[src/rtl/prd_dma_pkg.sv]
package prd_dma_pkg;

  localparam int DESC_BYTES = 8;

  typedef enum logic [2:0] {
    ST_IDLE,
    ST_ARMED,
    ST_REQ,
    ST_BACKOFF,
    ST_ACK,
    ST_CHUNK,
    ST_BUF
  } prd_state_e;

  // 64-bit descriptor as returned by the fetch
  typedef struct packed {
    logic        last;
    logic [14:0] rsvd;
    logic [15:0] count;
    logic [31:0] addr;
  } prd_desc_t;

endpackage

[src/rtl/prd_chunk_calc.sv]
module prd_chunk_calc #(
  parameter int PAGE_BYTES = 4096,
  parameter int CNT_W      = 16,
  localparam int OFF_W     = $clog2(PAGE_BYTES),
  localparam int LEN_W     = OFF_W + 1
) (
  input  logic [OFF_W-1:0] off_i,
  input  logic [CNT_W-1:0] remain_i,
  output logic [LEN_W-1:0] len_o
);

  logic [LEN_W-1:0] cap;
  logic [LEN_W-1:0] room;

  always_comb begin
    cap   = (remain_i >= CNT_W'(PAGE_BYTES)) ? LEN_W'(PAGE_BYTES) : LEN_W'(remain_i);
    room  = LEN_W'(PAGE_BYTES) - LEN_W'(off_i);
    len_o = (cap >= room) ? room : cap;
  end

endmodule

[src/rtl/prd_backoff_timer.sv]
module prd_backoff_timer #(
  parameter int CYCLES = 4,
  localparam int CW    = (CYCLES > 1) ? $clog2(CYCLES) : 1
) (
  input  logic clk_i,
  input  logic rst_ni,
  input  logic load_i,
  output logic expired_o
);

  logic [CW-1:0] cnt_q;

  always_ff @(posedge clk_i or negedge rst_ni) begin
    if (!rst_ni)              cnt_q <= '0;
    else if (load_i)          cnt_q <= CW'(CYCLES - 1);
    else if (cnt_q != '0)     cnt_q <= cnt_q - 1'b1;
  end

  assign expired_o = (cnt_q == '0);

  AST_TIMER_RANGE: assert property (@(posedge clk_i) disable iff (!rst_ni)
    32'(cnt_q) <= CYCLES - 1);

endmodule

[src/rtl/prd_dma_engine.sv]
module prd_dma_engine
  import prd_dma_pkg::*;
#(
  parameter int PAGE_BYTES     = 4096,
  parameter int BACKOFF_CYCLES = 4,
  parameter int BUDGET_W       = 18,
  localparam int CNT_W         = 16,
  localparam int OFF_W         = $clog2(PAGE_BYTES),
  localparam int LEN_W         = OFF_W + 1
) (
  input  logic                clk_i,
  input  logic                rst_ni,
  input  logic                arm_i,
  input  logic                to_mem_i,
  input  logic [BUDGET_W-1:0] budget_i,
  input  logic                start_i,
  input  logic [31:0]         table_base_i,
  input  logic                abort_i,
  output logic                mem_req_o,
  output logic                mem_desc_o,
  output logic                mem_we_o,
  output logic [31:0]         mem_addr_o,
  output logic [LEN_W-1:0]    mem_len_o,
  input  logic                mem_busy_i,
  input  logic                mem_ack_i,
  input  logic [63:0]         mem_rdata_i,
  output logic                buf_valid_o,
  output logic [LEN_W-1:0]    buf_len_o,
  input  logic                buf_ready_i,
  output logic                done_o,
  output logic                err_o
);

  prd_state_e          state_q;
  logic                to_mem_q, fetch_q, last_q, done_q, err_q;
  logic [BUDGET_W-1:0] budget_q;
  logic [31:0]         ptr_q, cur_addr_q;
  logic [CNT_W-1:0]    rem_q;
  logic [LEN_W-1:0]    len_q, chunk_len;
  logic                backoff_done;
  prd_desc_t           desc;

  assign desc = prd_desc_t'(mem_rdata_i);

  prd_chunk_calc #(.PAGE_BYTES(PAGE_BYTES), .CNT_W(CNT_W)) u_chunk (
    .off_i    (cur_addr_q[OFF_W-1:0]),
    .remain_i (rem_q),
    .len_o    (chunk_len)
  );

  prd_backoff_timer #(.CYCLES(BACKOFF_CYCLES)) u_backoff (
    .clk_i     (clk_i),
    .rst_ni    (rst_ni),
    .load_i    (state_q == ST_REQ && mem_busy_i),
    .expired_o (backoff_done)
  );

  assign mem_req_o   = (state_q == ST_REQ) && !mem_busy_i;
  assign mem_desc_o  = mem_req_o && fetch_q;
  assign mem_we_o    = mem_req_o && !fetch_q && to_mem_q;
  assign mem_addr_o  = fetch_q ? ptr_q : cur_addr_q;
  assign mem_len_o   = fetch_q ? LEN_W'(DESC_BYTES) : len_q;
  assign buf_valid_o = (state_q == ST_BUF);
  assign buf_len_o   = len_q;
  assign done_o      = done_q;
  assign err_o       = err_q;

  always_ff @(posedge clk_i or negedge rst_ni) begin
    if (!rst_ni) begin
      state_q    <= ST_IDLE;
      to_mem_q   <= 1'b0;
      fetch_q    <= 1'b0;
      last_q     <= 1'b0;
      done_q     <= 1'b0;
      err_q      <= 1'b0;
      budget_q   <= '0;
      ptr_q      <= '0;
      cur_addr_q <= '0;
      rem_q      <= '0;
      len_q      <= '0;
    end else begin
      done_q <= 1'b0;
      err_q  <= 1'b0;
      if (abort_i && state_q != ST_IDLE) begin
        state_q <= ST_IDLE;
        err_q   <= 1'b1;
      end else begin
        unique case (state_q)
          ST_IDLE: if (arm_i) begin
            to_mem_q <= to_mem_i;
            budget_q <= budget_i;
            state_q  <= ST_ARMED;
          end
          ST_ARMED: if (start_i) begin
            ptr_q   <= table_base_i & ~32'h3;
            fetch_q <= 1'b1;
            state_q <= ST_REQ;
          end
          ST_REQ:     state_q <= mem_busy_i ? ST_BACKOFF : ST_ACK;
          ST_BACKOFF: if (backoff_done) state_q <= ST_REQ;
          ST_ACK: if (mem_ack_i) begin
            if (fetch_q) begin
              cur_addr_q <= desc.addr;
              rem_q      <= desc.count;
              last_q     <= desc.last;
              ptr_q      <= ptr_q + 32'(DESC_BYTES);
              state_q    <= ST_CHUNK;
            end else begin
              cur_addr_q <= cur_addr_q + 32'(len_q);
              rem_q      <= rem_q - CNT_W'(len_q);
              budget_q   <= budget_q - BUDGET_W'(len_q);
              state_q    <= to_mem_q ? ST_CHUNK : ST_BUF;
            end
          end
          ST_CHUNK: begin
            if (rem_q == '0) begin
              if (last_q) begin
                done_q  <= (budget_q == '0);
                err_q   <= (budget_q != '0);
                state_q <= ST_IDLE;
              end else begin
                fetch_q <= 1'b1;
                state_q <= ST_REQ;
              end
            end else if (BUDGET_W'(chunk_len) > budget_q) begin
              err_q   <= 1'b1;
              state_q <= ST_IDLE;
            end else begin
              len_q   <= chunk_len;
              fetch_q <= 1'b0;
              state_q <= to_mem_q ? ST_BUF : ST_REQ;
            end
          end
          ST_BUF: if (buf_ready_i) state_q <= to_mem_q ? ST_REQ : ST_CHUNK;
          default: state_q <= ST_IDLE;
        endcase
      end
    end
  end

  AST_FETCH_ALIGN: assert property (@(posedge clk_i) disable iff (!rst_ni)
    mem_desc_o |-> (mem_addr_o[1:0] == 2'b00 && 32'(mem_len_o) == DESC_BYTES));

  AST_DESC_RSVD: assert property (@(posedge clk_i) disable iff (!rst_ni)
    (state_q == ST_ACK && fetch_q && mem_ack_i) |-> desc.rsvd == '0);

  AST_PAGE_CHUNK: assert property (@(posedge clk_i) disable iff (!rst_ni)
    (mem_req_o && !mem_desc_o) |->
      (mem_len_o != '0 && 32'(mem_addr_o[OFF_W-1:0]) + 32'(mem_len_o) <= PAGE_BYTES));

  AST_BUDGET_MONO: assert property (@(posedge clk_i) disable iff (!rst_ni)
    (state_q != ST_IDLE && state_q != ST_ARMED) |=> budget_q <= $past(budget_q));

  AST_END_IDLE: assert property (@(posedge clk_i) disable iff (!rst_ni)
    (done_o || err_o) |-> (state_q == ST_IDLE && !mem_req_o));

  AST_BUSY_BACKOFF: assert property (@(posedge clk_i) disable iff (!rst_ni)
    (state_q == ST_REQ && mem_busy_i) |=> !mem_req_o);

endmodule

[config.mk]
export PLATFORM = sky130hd
export DESIGN_NAME = prd_dma_engine
export DESIGN_NICKNAME = d
export VERILOG_FILES = /design/src/rtl/prd_dma_pkg.sv /design/src/rtl/prd_chunk_calc.sv /design/src/rtl/prd_backoff_timer.sv /design/src/rtl/prd_dma_engine.sv
export SDC_FILE = /design/constraint.sdc
export NUM_CORES = 1
export LEC_CHECK = 0
export BUFFER_PORTS_ARGS = -buffer_cell sky130_fd_sc_hd__buf_2
export CORE_AREA = 4 4 187 189
export DETAILED_ROUTE_END_ITERATION = 12
export DIE_AREA = 0 0 191 193
export GPL_TIMING_DRIVEN = 0
export PLACE_DENSITY_LB_ADDON = 0.25
export SYNTH_ARGS = -nofsm -noshare
export SYNTH_HDL_FRONTEND = slang
export SYNTH_SLANG_ARGS = --single-unit
[constraint.sdc]
create_clock -name clk_i -period 9.8 [get_ports clk_i]
set_input_delay 0.98 -clock clk_i [delete_from_list [all_inputs] [get_ports clk_i]]
set_output_delay 0.98 -clock clk_i [all_outputs]
set_load 0.01 [all_outputs]
======== Word level (Yosys, flattened, before mapping) ========
Cells that the tools add are included.
word-level totals
  output and inout bits ................... 64
  register bits after elaboration ......... 121
  bits of input ports ..................... 123
cells by class
  reduce and logical (&&, ||, !) cells .... 27
  order comparisons ....................... 3
  add/subtract/negate cells ............... 6
  equal/unequal tests ..................... 18
  multiplexer cells ....................... 45
  bitwise logic cells ..................... 3
operator list
  operator                                                             count
  two-way mux 32 bit                                                   5
  case mux 32 bit (2 select lines)                                     1
  two-way mux 18 bit                                                   3
  two-way mux 13 bit                                                   3
  case mux 18 bit (2 select lines)                                     1
  two-way mux 3 bit                                                    11
  adder 32 x 13 -> 32 bit                                              1
  adder 32 x 4 -> 32 bit, second input constant                        1
  case mux 3 bit (7 select lines)                                      1
  AND reduction 5 bit                                                  4
  > comparator 13 x 18 -> 1 bit                                        1
  logical NOT 18 bit                                                   1
  != test 3 bit, second input constant                                 6
  nonzero test 18 bit                                                  1
  subtractor 18 x 13 -> 18 bit                                         1
  greater-or-equal comparator 16 x 13 -> 1 bit, second input constant  1
  logical NOT 16 bit                                                   1
  two-way mux 16 bit                                                   1
  subtractor 16 x 13 -> 16 bit                                         1
  greater-or-equal comparator 13 bit                                   1
  two-way mux 1 bit                                                    13
  subtractor 13 x 12 -> 13 bit, first input constant                   1
  two-way mux 2 bit                                                    5
  != test 2 bit, second input constant                                 5
  15 further kinds                                                     32

======== Depth between registers and ports, before layout ========
  depth in word-level cells ............... 9
  depth in mapped cells ................... 24
  gate-level depth less buffers ........... 21

======== Hierarchy ========
A second synthesis with hierarchy kept.
second synthesis, totals
  cells, all modules ...................... 1,197
  area, all modules ....................... 9,770.6 um^2
by module, submodules not included
  module             times used  area an instance (um^2)  cells each  sequential area each (um^2)
  prd_dma_engine     1           8,961.1                  1,087       2,927.8
  prd_chunk_calc     1           711.9                    101         0.0
  prd_backoff_timer  1           97.6                     9           50.0

======== Least setup slack after synthesis ========
OpenSTA, ideal clock, no wires.
  path kind ............................... register to register
  start point ............................. register cur_addr_q[1]
  end point ............................... register len_q[10] (netlist: buf_len_o[10])
  arrival time ............................ 4.836 ns
  path buffers ............................ 3
  stages on the path, launching flop included .. 22
  clock period less this slack ............ 4.961 ns
  slack ................................... 4.839 ns
  cells stage by stage .................... dfrtp_1 inv_1 ha_1 nor3b_2 nand2_1 xnor2_1 ha_1 a21o_1 a2111oi_0 o21ai_0 o21a_1 clkbuf_1 buf_2 a211o_1 ha_1 a21o_1 a21o_1 a221o_1 a211oi_1 o21ai_2 buf_2 mux2_2
between the ends
  longest elaborated chain between the ends .. 6
RTL lines
  item                                RTL line               text
  from (decl)                         prd_dma_engine.sv:37   logic [31:0] ptr_q, cur_addr_q;
  from (signal assigned)              prd_dma_engine.sv:103  cur_addr_q <= desc.addr;
  from (signal assigned)              prd_dma_engine.sv:109  cur_addr_q <= cur_addr_q + 32'(len_q);
  subtractor 13 x 12 -> 13 bit *      prd_chunk_calc.sv:17   room = LEN_W'(PAGE_BYTES) - LEN_W'(off_i);
  greater-or-equal comparator 13 bit  prd_chunk_calc.sv:18   len_o = (cap >= room) ? room : cap;
  two-way mux 13 bit *                prd_chunk_calc.sv:18
  named net chunk_len[7]              prd_dma_engine.sv:39   logic [LEN_W-1:0] len_q, chunk_len;
  > comparator 13 x 18 -> 1 bit *     prd_dma_engine.sv:125  end else if (BUDGET_W'(chunk_len) > budget_q) begin
  NOT 1 bit (no line) *               --
  AND reduction 4 bit (no line) *     --
  to (signal assigned)                prd_dma_engine.sv:129  len_q <= chunk_len;
  to (decl)                           prd_dma_engine.sv:39
The timed path passes the listed nets; every way through them passes the cells marked *.
A chain may end at the register's enable or synchronous reset.

======== Final worst setup path ========
  start point ............................. register cur_addr_q[0]
  end point ............................... register len_q[10] (netlist: buf_len_o[10])
The elaborated chain is that of the path after synthesis.

==> impl_metrics.toml <==
[outcome]
status = "finished, final reports clean"

[setup_path]
crit_type = "reg2reg"
critPathArrivalTime_ns = 6.20
slowest_delay_ns = 0.49
critPathSlowestCell = "dfrtp_1"
start_kind = "flip-flop"
crit_chain = "inv_1 > ha_1 > nor3b_2 > nand2_1 > xnor2_1 > ha_1 > a21o_1 > a2111oi_0 > o21ai_0 > o21a_1 > clkbuf_1 > buf_2 > o31ai_1 > nor2_1 > ha_1 > and4b_1 > nand4_1 > a21oi_1 > a211oi_1 > o21ai_2 > buf_2 > mux2_2"
critPathMostFrequentCell = "ha_1"
end_kind = "flip-flop"
cp.required_ns = 10.12
crit_fanout = 10

[synth]
yosys.area_share.simple_pct = 22.3
synth_area_per_cell_um2 = 8.03
syn_nets = 1431
synthAdderAreaFrac_pct = 9.17
synth.distinct_cells = 75
synth-compound-area-share_pct = 25.0
ys_seq_area_share_pct = 30.0
netlist_area_um2 = 9930
muxShareOfSynthArea_pct = 5.86
async_flop_share_pct = 100
synth_top_family_by_area = "compound AO/OA/AOI/OAI gates"
yosys_warnings = 0
synthXorXnorAreaFrac_pct = 2.83
synth_edf_count = 0
synth_seq_cells = 119
synthFlopType = "dfrtp_1"
synthCells = 1237

[timing]
rsz0062_at_grt = "false"
fin_crit_sh_pct = 60.0
hold_violations = 0
final.setup.worst_slack_ns = 3.92
timing.fmax_mhz = 170
clock_skew_ns = 0.0175
period_minus_slack_ns = 5.88
tightest_slew_ns = 1.12
finalSetupTns_ns = 0
setup_viol = 0
max_slew_margin_pct = 25.6
drv_slew = 0

[pwr]
p_leak_nw = 5.40
ir_drop_v = 0.000144
p_total_mw = 3.82
powerDensity_nw_per_um2 = 320

[floorplanning]
die_h_um = 193
num_rows = 67
start_util_pct = 29.8
io_pins = 187
fp.coreArea_um2 = 33300
die_area_um2 = 36900
die_w_um = 191

[finish]
final-seq-area_um2 = 2980
fin_nets = 1620
stdcell_count = 1887
area_delta_synth_final_pct = 20.2
fill_cells = 3568
diodes = 0
multi_input_area_um2 = 6470
drive_gt1_share_pct = 19.1

[clock_network]
cts.repair.resized = 0
clock_sinks = 119
numCtsBuffers = 17
clockBufferDepth = 2
cts-root-buf = "clkbuf_16"
cts.htree.levels = 4
clk_latency_ns = 0.45
ctsHoldBuffers = 0
postCtsSetupRepairBufs = 0
clk_pin_slew_ns = 0.06
cts_tree = "built"

[drt]
vias_per_cell = 5.61
drcViolationCount = 0
routedWlPerCell_um = 21.7
drtIter0Drc = 1017
dr.pass1.iters = 7
ant_nets = 0
wirelength_mm = 40.9
num_vias = 10600

[global_route]
gr-total-overflow = 0
grt_max_degree = 81
grt_pass1_wl_mm = 61.1
antenna_found_initial = 2
grt.total_usage_pct = 21.8
grt_pass1_vias = 10100

[placement]
numPortBuffers = 169
place_inst = 1855
gp_congestion = 0.935
hpwl_mm = 31.8
pre_cts_slack_ns = 3.96

[hold_path]
hp-class = "in2async"

[flow_run]
max-cap-violations = 0
worst paths after layout:
kind | startpoint | to | slack (ns) | depth (start not counted)
setup / recovery | cur_addr_q[0] | buf_len_o[10] | 3.92 | 22
hold / removal | rst_ni | ptr_q[21] | 0.45 | 1
setup reg to reg | cur_addr_q[0] | buf_len_o[10] | 3.92 | 22
hold reg to reg | ptr_q[2] | ptr_q[2] | 0.52 | 1
max in group asynchronous | rst_ni | budget_q[0] | 8.55 | 2
min in group clk_i | ptr_q[2] | ptr_q[2] | 0.52 | 1
worst max-delay path: cells and delay by family (launching register included):
kind,cells,cell delay (ns)
and+or+nand+nor,5,0.99
muxes,1,0.36
buffers and inverters,4,0.91
DFF,1,0.49
AOI/OAI and AO/OA,8,1.87
adders and majority gates,3,0.81
xor gates and xnor gates,1,0.29
routing by layer:
metal  track usage [%]  up-vias  part of all wire [%]
met5                 0        -                 0.024
met4              4.72        2                   1.6
met3              3.84       49                   7.4
met2              35.4      484                    46
met1              30.6     5090                    45
li1                  -     4954                     -
cell usage after synthesis, types with 14 or more instances:
master / number / share of area [%]
a21oi_1: 108 / 5.4
o21a_1: 23 / 1.7
nand3_1: 49 / 2.5
clkbuf_1: 47 / 1.8
ha_1: 68 / 8.6
mux2_2: 41 / 4.6
and3_1: 26 / 1.6
nor3_1: 40 / 2.0
o21ai_0: 79 / 4.0
inv_1: 58 / 2.2
nor2b_1: 14 / 0.88
o22ai_1: 37 / 2.3
nor2_1: 108 / 4.1
nand4_1: 14 / 0.88
xnor2_1: 16 / 1.4
nand2_1: 121 / 4.6
a211oi_1: 17 / 1.3
a21o_1: 16 / 1.2
dfrtp_1: 119 / 30
a31oi_1: 18 / 1.1
where the power goes:
part           leakage [nW]  switching (mW)  internal, mW
sequential             1.41           0.308         0.698
combinational          3.71            1.25         0.932
clock                 0.274           0.276         0.355
total                  5.40            1.83          1.98
state kept, by name, indices dropped and copies added (netlist names):
register,cells
rem_q,16
state_q,3
done_o,1
to_mem_q,1
budget_q,18
err_o,1
last_q,1
fetch_q,1
buf_len_o,13
u_backoff.cnt_q,2
ptr_q,30
cur_addr_q,32
through the flow:
| stage | hold WS (ns) | cell area, um2 | utilization [%] |
|---|---|---|---|
| 3_5_place_dp | 0.502 | 11400 | 34.2 |
| 4_1_cts | 0.458 | 11900 | 35.9 |
| 6_report | 0.452 | 11900 | 35.9 |
| 5_1_grt | 0.474 | 11900 | 35.9 |
| 2_1_floorplan | 0.467 | 9930 | - |
| 3_3_place_gp | 0.487 | 11300 | 34.1 |
layout make-up:
cell class                      count  share of cell area (%)
Multi-Input combinational cell    995                    54.2
Sequential cell                   119                    24.9
Inverter                           59                    1.85
Timing Repair Buffer              170                    7.37
Buffer                             64                    2.20
Clock inverter                     14                    1.17
Tap cell                          448                    4.69
Clock buffer                       18                    3.59
cell families (layout without fill, tap and decap cells):
kind of cell               after synthesis  count (layout)
AOI/OAI and AO/OA                      391             391
xor gates and xnor gates                30              30
adders and majority gates               71              71
buffers and inverters                  123             325
DFF                                    119             119
muxes                                   53              53
and+or+nand+nor                        450             450
cell usage in the layout (no fill, tap or decap), types with 6 or more instances in the layout:
| cell type | count |
|---|---|
| buf_2 | 178 |
| nand2_1 | 121 |
| dfrtp_1 | 119 |
| a21oi_1 | 108 |
| nor2_1 | 108 |
| o21ai_0 | 79 |
| ha_1 | 68 |
| inv_1 | 58 |
| nand3_1 | 49 |
| clkbuf_1 | 48 |
| mux2_2 | 41 |
| nor3_1 | 40 |
| o22ai_1 | 37 |
| and3_1 | 26 |
| o21a_1 | 23 |
| a31oi_1 | 18 |
| a211oi_1 | 17 |
| clkbuf_16 | 17 |
| a21o_1 | 16 |
| xnor2_1 | 16 |
| nand4_1 | 14 |
| nor2b_1 | 14 |
| xor2_1 | 13 |
| nor4_1 | 13 |
| nand2b_1 | 13 |
| o31ai_1 | 12 |
| mux2i_1 | 12 |
| a211o_1 | 11 |
| or3_1 | 9 |
| or2_2 | 8 |
| a2bb2oi_1 | 7 |
| o311ai_0 | 7 |
| nor3b_1 | 7 |
| a22oi_1 | 7 |
| o31a_1 | 7 |
| o211ai_1 | 6 |
| buf_1 | 6 |
(Power assumes the default switching activity.)
